$ cat src/rtl/ppm4_sync_pkg.sv
`timescale 1ns/1ps
package ppm4_sync_pkg;

    localparam int SLOTS = 4;
    typedef logic [SLOTS-1:0] chip_t;

    // Chip 0 sits in the most significant nibble; bit 3 of a chip is its earliest slot.
    localparam logic [15:0] DEF_PREAMBLE = 16'b1000_0000_1010_0000;
    localparam logic [31:0] DEF_START    = 32'b0000_1100_0000_1100_0110_0000_0110_0000;
    localparam logic [31:0] DEF_STOP     = 32'b0000_1100_0000_1100_0000_0110_0000_0110;

    typedef enum logic [2:0] {
        ST_HUNT,
        ST_LOCK,
        ST_START,
        ST_DATA,
        ST_STOP
    } sync_state_e;

    typedef struct packed {
        logic skip;
        logic bvld;
        logic err;
        logic fend;
        logic inf;
    } sync_flags_t;

    function automatic logic chip_is_sym(chip_t c);
        return (c != '0) && ((c & (c - chip_t'(1))) == '0);
    endfunction

    function automatic logic [1:0] chip_sym(chip_t c);
        logic [1:0] s;
        case (c)
            4'b1000: s = 2'd0;
            4'b0100: s = 2'd1;
            4'b0010: s = 2'd2;
            default: s = 2'd3;
        endcase
        return s;
    endfunction

endpackage

$ cat src/rtl/ppm4_pattern_pick.sv
`timescale 1ns/1ps
module ppm4_pattern_pick
    import ppm4_sync_pkg::*;
#(
    parameter int                  CHIPS   = 4,
    parameter logic [CHIPS*4-1:0]  PATTERN = '0,
    localparam int                 IW      = (CHIPS > 1) ? $clog2(CHIPS) : 1
) (
    input  logic [IW-1:0] idx,
    output chip_t         chip
);

    chip_t table_q [CHIPS];

    for (genvar k = 0; k < CHIPS; k++) begin : g_chip
        assign table_q[k] = PATTERN[4*(CHIPS-1-k) +: 4];
    end

    assign chip = table_q[idx];

endmodule

$ cat src/rtl/ppm4_chip_decode.sv
`timescale 1ns/1ps
module ppm4_chip_decode
    import ppm4_sync_pkg::*;
(
    input  chip_t       chip,
    output logic        is_sym,
    output logic [1:0]  sym
);

    always_comb begin
        is_sym = chip_is_sym(chip);
        sym    = chip_sym(chip);
    end

endmodule

$ cat src/rtl/ppm4_byte_pack.sv
`timescale 1ns/1ps
module ppm4_byte_pack #(
    parameter int  BYTE_W = 8,
    localparam int NCH    = BYTE_W / 2,
    localparam int PW     = (NCH > 1) ? $clog2(NCH) : 1
) (
    input  logic              clk,
    input  logic              rst,
    input  logic              shift_en,
    input  logic [PW-1:0]     pos,
    input  logic [1:0]        sym,
    output logic [BYTE_W-1:0] assembled
);

    logic [BYTE_W-1:0] acc_q;

    always_ff @(posedge clk) begin
        if (rst) begin
            acc_q <= '0;
        end else if (shift_en) begin
            acc_q[2*pos +: 2] <= sym;
        end
    end

    always_comb begin
        assembled = acc_q;
        assembled[2*pos +: 2] = sym;
    end

endmodule

$ cat src/rtl/ppm4_sync.sv
`timescale 1ns/1ps
module ppm4_sync
    import ppm4_sync_pkg::*;
#(
    parameter int                       PRE_CHIPS  = 4,
    parameter int                       FLAG_CHIPS = 8,
    parameter int                       BYTE_W     = 8,
    parameter logic [PRE_CHIPS*4-1:0]   PREAMBLE   = DEF_PREAMBLE,
    parameter logic [FLAG_CHIPS*4-1:0]  START_FLAG = DEF_START,
    parameter logic [FLAG_CHIPS*4-1:0]  STOP_FLAG  = DEF_STOP
) (
    input  logic              clk,
    input  logic              rst,
    input  logic              enable,
    input  logic              chip_vld,
    input  logic [3:0]        chip_slots,
    output logic              slot_skip,
    output logic              byte_vld,
    output logic [BYTE_W-1:0] byte_data,
    output logic              frame_err,
    output logic              frame_end,
    output logic              in_frame
);

    localparam int BYTE_CHIPS = BYTE_W / 2;
    localparam int MAX_A      = (PRE_CHIPS > BYTE_CHIPS) ? PRE_CHIPS : BYTE_CHIPS;
    localparam int MAXC       = (FLAG_CHIPS > MAX_A) ? FLAG_CHIPS : MAX_A;
    localparam int CIW        = $clog2(MAXC);
    localparam int PIW        = (PRE_CHIPS > 1) ? $clog2(PRE_CHIPS) : 1;
    localparam int FIW        = (FLAG_CHIPS > 1) ? $clog2(FLAG_CHIPS) : 1;
    localparam int BIW        = (BYTE_CHIPS > 1) ? $clog2(BYTE_CHIPS) : 1;

    sync_state_e       state_q;
    logic [CIW-1:0]    cidx_q;
    logic              hunt_bad_q;
    sync_flags_t       flags_q;
    logic [BYTE_W-1:0] byte_q;

    chip_t             pre_exp, start_exp, stop_exp;
    logic              is_sym;
    logic [1:0]        sym;
    logic [BYTE_W-1:0] packed_byte;
    logic              pre_hit, start_hit, stop_hit;
    logic              pre_last, flag_last, byte_last, at_group;
    logic              pack_en;

    ppm4_pattern_pick #(.CHIPS(PRE_CHIPS), .PATTERN(PREAMBLE)) i_pre_pick (
        .idx  (cidx_q[PIW-1:0]),
        .chip (pre_exp)
    );

    ppm4_pattern_pick #(.CHIPS(FLAG_CHIPS), .PATTERN(START_FLAG)) i_start_pick (
        .idx  (cidx_q[FIW-1:0]),
        .chip (start_exp)
    );

    ppm4_pattern_pick #(.CHIPS(FLAG_CHIPS), .PATTERN(STOP_FLAG)) i_stop_pick (
        .idx  (cidx_q[FIW-1:0]),
        .chip (stop_exp)
    );

    ppm4_chip_decode i_decode (
        .chip   (chip_slots),
        .is_sym (is_sym),
        .sym    (sym)
    );

    assign pack_en = enable && chip_vld && (state_q == ST_DATA) && is_sym;

    ppm4_byte_pack #(.BYTE_W(BYTE_W)) i_pack (
        .clk       (clk),
        .rst       (rst),
        .shift_en  (pack_en),
        .pos       (cidx_q[BIW-1:0]),
        .sym       (sym),
        .assembled (packed_byte)
    );

    always_comb begin
        pre_hit   = (chip_slots == pre_exp);
        start_hit = (chip_slots == start_exp);
        stop_hit  = (chip_slots == stop_exp);
        pre_last  = (cidx_q == CIW'(PRE_CHIPS - 1));
        flag_last = (cidx_q == CIW'(FLAG_CHIPS - 1));
        byte_last = (cidx_q == CIW'(BYTE_CHIPS - 1));
        at_group  = (cidx_q == '0);
    end

    always_ff @(posedge clk) begin
        if (rst || !enable) begin
            state_q    <= ST_HUNT;
            cidx_q     <= '0;
            hunt_bad_q <= 1'b0;
            flags_q    <= '0;
            byte_q     <= '0;
        end else begin
            flags_q.skip <= 1'b0;
            flags_q.bvld <= 1'b0;
            flags_q.err  <= 1'b0;
            flags_q.fend <= 1'b0;
            if (chip_vld) begin
                if (state_q != ST_HUNT) hunt_bad_q <= 1'b0;
                case (state_q)
                    ST_HUNT: begin
                        if (pre_last) begin
                            cidx_q     <= '0;
                            hunt_bad_q <= 1'b0;
                            if (hunt_bad_q || !pre_hit) flags_q.skip <= 1'b1;
                            else                        state_q      <= ST_LOCK;
                        end else begin
                            cidx_q     <= cidx_q + 1'b1;
                            hunt_bad_q <= hunt_bad_q | !pre_hit;
                        end
                    end
                    ST_LOCK: begin
                        if (pre_hit) begin
                            cidx_q <= pre_last ? '0 : cidx_q + 1'b1;
                        end else if (at_group && start_hit) begin
                            state_q <= ST_START;
                            cidx_q  <= CIW'(1);
                        end else begin
                            state_q <= ST_HUNT;
                            cidx_q  <= '0;
                        end
                    end
                    ST_START: begin
                        if (!start_hit) begin
                            flags_q.err <= 1'b1;
                            state_q     <= ST_HUNT;
                            cidx_q      <= '0;
                        end else if (flag_last) begin
                            flags_q.inf <= 1'b1;
                            state_q     <= ST_DATA;
                            cidx_q      <= '0;
                        end else begin
                            cidx_q <= cidx_q + 1'b1;
                        end
                    end
                    ST_DATA: begin
                        if (is_sym) begin
                            if (byte_last) begin
                                flags_q.bvld <= 1'b1;
                                byte_q       <= packed_byte;
                                cidx_q       <= '0;
                            end else begin
                                cidx_q <= cidx_q + 1'b1;
                            end
                        end else if (at_group && stop_hit) begin
                            state_q <= ST_STOP;
                            cidx_q  <= CIW'(1);
                        end else begin
                            flags_q.err <= 1'b1;
                            flags_q.inf <= 1'b0;
                            state_q     <= ST_HUNT;
                            cidx_q      <= '0;
                        end
                    end
                    ST_STOP: begin
                        if (!stop_hit) begin
                            flags_q.err <= 1'b1;
                            flags_q.inf <= 1'b0;
                            state_q     <= ST_HUNT;
                            cidx_q      <= '0;
                        end else if (flag_last) begin
                            flags_q.fend <= 1'b1;
                            flags_q.inf  <= 1'b0;
                            state_q      <= ST_HUNT;
                            cidx_q       <= '0;
                        end else begin
                            cidx_q <= cidx_q + 1'b1;
                        end
                    end
                    default: begin
                        state_q <= ST_HUNT;
                        cidx_q  <= '0;
                    end
                endcase
            end
        end
    end

    assign slot_skip = flags_q.skip;
    assign byte_vld  = flags_q.bvld;
    assign byte_data = byte_q;
    assign frame_err = flags_q.err;
    assign frame_end = flags_q.fend;
    assign in_frame  = flags_q.inf;

endmodule

$ cat config.mk
export PLATFORM = sky130hd
export DESIGN_NAME = ppm4_sync
export DESIGN_NICKNAME = d
export VERILOG_FILES = /design/src/rtl/ppm4_sync_pkg.sv /design/src/rtl/ppm4_pattern_pick.sv /design/src/rtl/ppm4_chip_decode.sv /design/src/rtl/ppm4_byte_pack.sv /design/src/rtl/ppm4_sync.sv
export SDC_FILE = /design/constraint.sdc
export NUM_CORES = 1
export LEC_CHECK = 0
export ABC_AREA = 1
export BUFFER_PORTS_ARGS = -buffer_cell sky130_fd_sc_hd__buf_2
export CAP_MARGIN = 20
export CORE_UTILIZATION = 40
export CTS_CLUSTER_DIAMETER = 40
export DETAILED_ROUTE_END_ITERATION = 12
export GPL_ROUTABILITY_DRIVEN = 0
export SYNTH_ARGS = -nofsm -noshare
export SYNTH_HDL_FRONTEND = slang
export SYNTH_SLANG_ARGS = --single-unit
$ cat constraint.sdc
create_clock -name clk -period 2.65 [get_ports clk]
set_input_delay 0.3975 -clock clk [delete_from_list [all_inputs] [get_ports clk]]
set_output_delay 0.3975 -clock clk [all_outputs]
set_load 0.005 [all_outputs]
### After elaboration in Yosys (flattened, before gate mapping)

Memory sizes are Yosys's and may differ from the RTL's.
Cells that the tools add are included.

* add/subtract/negate cells: 3
* multiply operators: 0
* div/mod/pow operators: 0
* magnitude comparators: 2
* equal/unequal tests: 21
* shifts and indexed selects: 2
* multiplexer cells: 46
* bitwise operators: 11
* reduce and logical (&&, ||, !) cells: 25

Operators with widths (number)
* 2-to-1 mux 3 bit: 15
* negator 3 -> 34 bit: 1
* variable shift 2 x 34 -> 8 bit, first input constant: 1
* variable part select 2 x 34 -> 8 bit: 1
* one-hot mux 3 bit (5 select lines): 2
* 2-to-1 mux 4 bit: 6
* 2-to-1 mux 1 bit: 16
* inequality test 2 bit, second input constant: 7
* AND reduction 7 bit: 2
* == test 4 bit: 3
* OR reduction 4 bit: 3
* == test 3 x 2 -> 1 bit, second input constant: 3
* binary-select mux 4 bit (select 2 bit): 1
* bitwise mux 8 bit: 1
* NOT 1 bit: 7
* == test 3 bit, second input constant: 2
* logical AND 1 bit: 6
* logical NOT 3 bit: 2
* inequality test 3 bit, second input constant: 2
* one-hot mux 1 bit (3 select lines): 2
* one-hot mux 2 bit (3 select lines): 1
* nonzero test 3 bit: 2
* bitwise AND 4 bit: 1
* == test 4 x 2 -> 1 bit, second input constant: 1
* 19 further kinds: 22

* register bits after elaboration: 28
* bits in latches: 0
* bits in writable memories: 0
* memory bits (read-only): 64
* input port bits: 8
* output and inout port bits: 13
* word-level logic and storage cells: 122
* memories: 2

Memories
* (no name shown): depth 8, bits a word 4, read ports 1, clocked after Yosys merged registers in 0, write ports 0, line ppm4_pattern_pick.sv:19 `assign chip = table_q[idx];`
* (no name shown): depth 8, bits a word 4, read ports 1, clocked after Yosys merged registers in 0, write ports 0, line ppm4_pattern_pick.sv:19

### Logic depth before layout (Yosys ltp)

* depth in word-level cells: 10
* gate-level depth with buffers: 13
* mapped depth without buffers: 13

### Modules after synthesis

Synthesis repeated with hierarchy kept, for this count alone.

* cells, all modules: 361
* area total of the unflattened synthesis: 2170.8 um^2

Modules (own cells, without submodules)
* ppm4_sync: instances 1, cells an instance 222, area each 1383.8 um^2, sequential area each 400.4 um^2
* ppm4_byte_pack: instances 1, cells an instance 103, area each 595.6 um^2, sequential area each 160.2 um^2
* ppm4_chip_decode: instances 1, cells an instance 16, area each 75.1 um^2, sequential area each 0.0 um^2
* ppm4_pattern_pick at i_start_pick: instances 1, cells an instance 7, area each 47.5 um^2, sequential area each 0.0 um^2
* ppm4_pattern_pick at i_stop_pick: instances 1, cells an instance 7, area each 36.3 um^2, sequential area each 0.0 um^2
* ppm4_pattern_pick at i_pre_pick: instances 1, cells an instance 6, area each 32.5 um^2, sequential area each 0.0 um^2

### Least setup slack after synthesis

OpenSTA, ideal clock, no wires.

* path type: register to register
* start point: reg cidx_q[0]
* end point: reg flags_q, in the netlist in_frame
* library setup time: 115 ps
* arrival time: 1693 ps
* data required time: 2535 ps
* setup slack: 842 ps
* stages on the path, launching flop included: 13
* buffers on the path: 0
* period minus slack after synthesis: 1808 ps
* path through: dfxtp_1 > inv_2 > ha_1 > nand2_1 > nand2_1 > nor2_2 > nand2_1 > nand2_1 > o211ai_1 > nor2_1 > nand3_1 > nand2_1 > nor2_1

* word-level cells in the longest chain between the ends: 8
* elaborated cells on any way between the ends: 19
* those cells by class: eq/ne (7); mux (6); bitwise (1); reduce/logical (3); memory (2)

RTL lines
* start, declared: line ppm4_sync.sv:34 `logic [CIW-1:0] cidx_q;`
* start signal, assigned: line ppm4_sync.sv:111 `cidx_q <= cidx_q + 1'b1;`
* start signal, assigned: line ppm4_sync.sv:117 `cidx_q <= pre_last ? '0 : cidx_q + 1'b1;`
* start signal, assigned: line ppm4_sync.sv:136 `cidx_q <= cidx_q + 1'b1;`
* NOT 3 -> 4 bit (not written as such): line ppm4_pattern_pick.sv:19
* memory read (8 x 4 bit)
* 2-to-1 mux 4 bit (not written as such) (2 in a row): line ppm4_pattern_pick.sv:19
* == test 4 bit: line ppm4_sync.sv:82 `stop_hit = (chip_slots == stop_exp);`
* logical AND 1 bit: line ppm4_sync.sv:148 `end else if (at_group && stop_hit) begin`
* inequality test 2 bit (no source line)
* AND reduction 7 bit (no source line)
* end, declared: line ppm4_sync.sv:36 `sync_flags_t flags_q;`

Several ways; a longest one is shown, not always the timed one. The select of a mux whose other input is x is not followed.
A chain may end at the register's enable or synchronous reset.

### Worst setup path in the final report

Ends and elaborated chain as after synthesis.

==> results.cfg <==
[run_status]
outcome = finished with violations
violations = DRC

[floorplanning]
die_h_um = 71.1
core_um2 = 4470
fp-row-count = 24
dieArea_um2 = 5060
start_util = 0.427
die_w_um = 71.1
pin_count = 21

[setup_path]
path_cells = inv_2 -> ha_1 -> nand2_1 -> nand2_1 -> nor2_2 -> nand2_1 -> nand2_1 -> o211ai_1 -> nor2_1 -> nand3_1 -> nand2_1 -> nor2_1
worst_path_max_delay_cell = dfxtp_1
worstPathBufferInverterCount = 1
worst_ep_arrival_time_ns = 2.27
cp-start-kind = flop
reg2regPathDepth = 12
worstSetupPathType = flop to flop
path_common_cell = nand2_1
cp_max_fo = 11
required_ns = 2.83
crit_path_end_kind = flop
crit_cells = 12
critPathMaxStageDelay_ns = 0.56
crit_family = simple AND/OR/NAND/NOR gates

[sta]
rsz0062_at_grt = no
tightest_slew_ns = 0.372
maxSlewHeadroom = 0.751
clock_skew_ns = 0.00329
setup_tns_ns = 0
finalHoldViolations = 0
fin_crit_sh = 0.787
setup_viol = 0
max_freq_mhz = 479
report.final.slew_viol_count = 0
fin_hold_ws_ns = 0.443
period_needed_ns = 2.09

[cts]
cts_htree_levels = 1
postCtsSetupBuffers = 0
cts_tree = done
path_clk_slew_ns = 0.10
root_buffer = clkbuf_8
ctsHoldBuffers = 0
clockBufferDepth = 2
cts_made_buffers = 3
clock_sinks = 28
cts.repair.resized = 0
clkLatencyLatePin_ns = 0.28

[placed_design]
dp_hpwl_um = 3220
numPortBuffers = 20
placed_cells = 347
place_area_um2 = 2040

[pwr]
power.net_switching_w = 0.000215
intPower_w = 0.000659
swShare = 0.246
power_frac_comb = 0.121
p_seq_frac = 0.486
ir_drop_mv = 0.192
pwr-share-clk = 0.393
powerDensity_nw_per_um2 = 414
leakage_nw = 0.917

[logic_synthesis]
ys_seq_area_frac = 0.293
synth-simple-area-share = 0.349
avgSynthCellArea_um2 = 6.85
netlist_area_um2 = 1910
synth_top_family_by_area = simple AND/OR/NAND/NOR gates
synth_xor_xnor_area_share = 0
ys_types = 31
synth-edff-count = 0
synth_mux_area_frac = 0
synthAdderAreaFrac = 0.0720
synth_warnings = 0
syn_inst = 279
async_reset_ff_frac = 0
synth_compound_area_frac = 0.170
ys_ff_latch = 28
ys.flop_type = dfxtp_1
synth_nets = 298

[global_routing]
gr-total-overflow = 0
grt_pass1_vias = 1569
grt_pass1_wl_um = 7130
grt_max_degree = 18
antenna_found_initial = 0
track_usage = 0.178

[drt]
avgRoutedWirePerCell_um = 11.8
drt-initial-drc-count = 36
num_vias = 1722
viasPerCell = 4.91
totalWireLength_um = 4140
ant_nets = 0
dr.pass1.iters = 10
drc = 2

[layout]
final_common_cell = nand2_1
antenna_cells = 0
fin_cells = 351
area_growth_syn_to_layout_pct = 10.5
layout_common_cells = 57 x nand2_1, 37 x inv_1, 29 x nor2_1, 28 x dfxtp_1, 20 x buf_2
layout.nets = 319
fin_area_um2 = 2110
drive_above_1_share = 0.201
final_util = 0.472

[worst_hold_path]
hold_class = flop to flop
hold_depth = 2

[flow_run]
drv_cap = 0
==> synthesized netlist by cell type, types with 2 or more instances <==
master / number / area (µm²)
nor2_4: 4 / 45.0
o21ai_1: 10 / 50.1
nand2_1: 57 / 214
buf_6: 3 / 33.8
o211ai_1: 2 / 15.0
nand2_2: 6 / 37.5
nor3_1: 2 / 10.0
inv_1: 37 / 139
o21ai_2: 2 / 17.5
nor2_2: 4 / 25.0
o21ai_0: 14 / 70.1
a21oi_1: 19 / 95.1
dfxtp_1: 28 / 561
a22o_1: 2 / 17.5
nand3_4: 3 / 52.6
inv_2: 11 / 41.3
nor2_8: 2 / 40.0
nand4_1: 3 / 18.8
nand3_1: 17 / 85.1
ha_1: 11 / 138
nor2_1: 29 / 109
o22ai_1: 4 / 25.0
==> final cells by class <==
type,count,area [µm²]
multi-input cells,198,1130
inverters,48,180
flip-flops and latches,28,561
clock buffers,3,41.3
repair buffers,21,108
fillers,461,2360
well taps,52,65.1
clock inverters,1,30.0
==> metal layers <==
metal | up-vias | global-route usage | routed length (µm)
met5 | - | 0 | 0
met4 | 0 | 0.0533 | 53
met3 | 5 | 0.0214 | 102
met2 | 23 | 0.283 | 1700
met1 | 755 | 0.252 | 2280
li1 | 939 | - | -
==> power by group through the flow <==
stage / logic, W / registers (W) / clock network [W]
after CTS: 0.000106 / 0.000425 / 0.000350
after global routing: 0.000119 / 0.000426 / 0.000364
final: 0.000106 / 0.000425 / 0.000343
after global placement: 0.000105 / 0.000435 / 0
after floorplan: 0.0000801 / 0.000434 / 0
after detailed placement: 0.000105 / 0.000435 / 0
==> flip-flops by register name, summed over array words and instances (netlist names) <==
name / count
frame_end: 1
byte_data: 8
hunt_bad_q: 1
slot_skip: 1
cidx_q: 3
state_q: 3
i_pack.acc_q: 8
byte_vld: 1
frame_err: 1
in_frame: 1
==> final timing paths <==
check	startpoint	to	slack (ns)
worst max-delay path	cidx_q[0]	in_frame	0.56
worst min-delay path	byte_data[2]	byte_data[2]	0.44
worst max register to register	cidx_q[0]	in_frame	0.56
worst min register to register	byte_data[2]	byte_data[2]	0.44
==> per-stage QoR <==
| step | worst slack [ns] | power [W] |
|---|---|---|
| 6_report | 0.563 | 0.000874 |
| 3_5_place_dp | 0.590 | 0.000540 |
| 2_1_floorplan | 0.842 | 0.000514 |
| 4_1_cts | 0.565 | 0.000880 |
| 5_1_grt | 0.336 | 0.000909 |
| 3_3_place_gp | 0.656 | 0.000540 |
==> tightest hold or removal path, stage by stage, from the launching register on <==
cell	delay [ns]
dfxtp_1	0.32
inv_1	0.04
a21oi_1	0.05
==> kinds of logic after synthesis <==
logic type	after synthesis
buf+inv	53
compound gates	57
simple gates	130
flops	28
fa+ha+maj	11
Note: power is estimated with default switching activity, not from simulation.
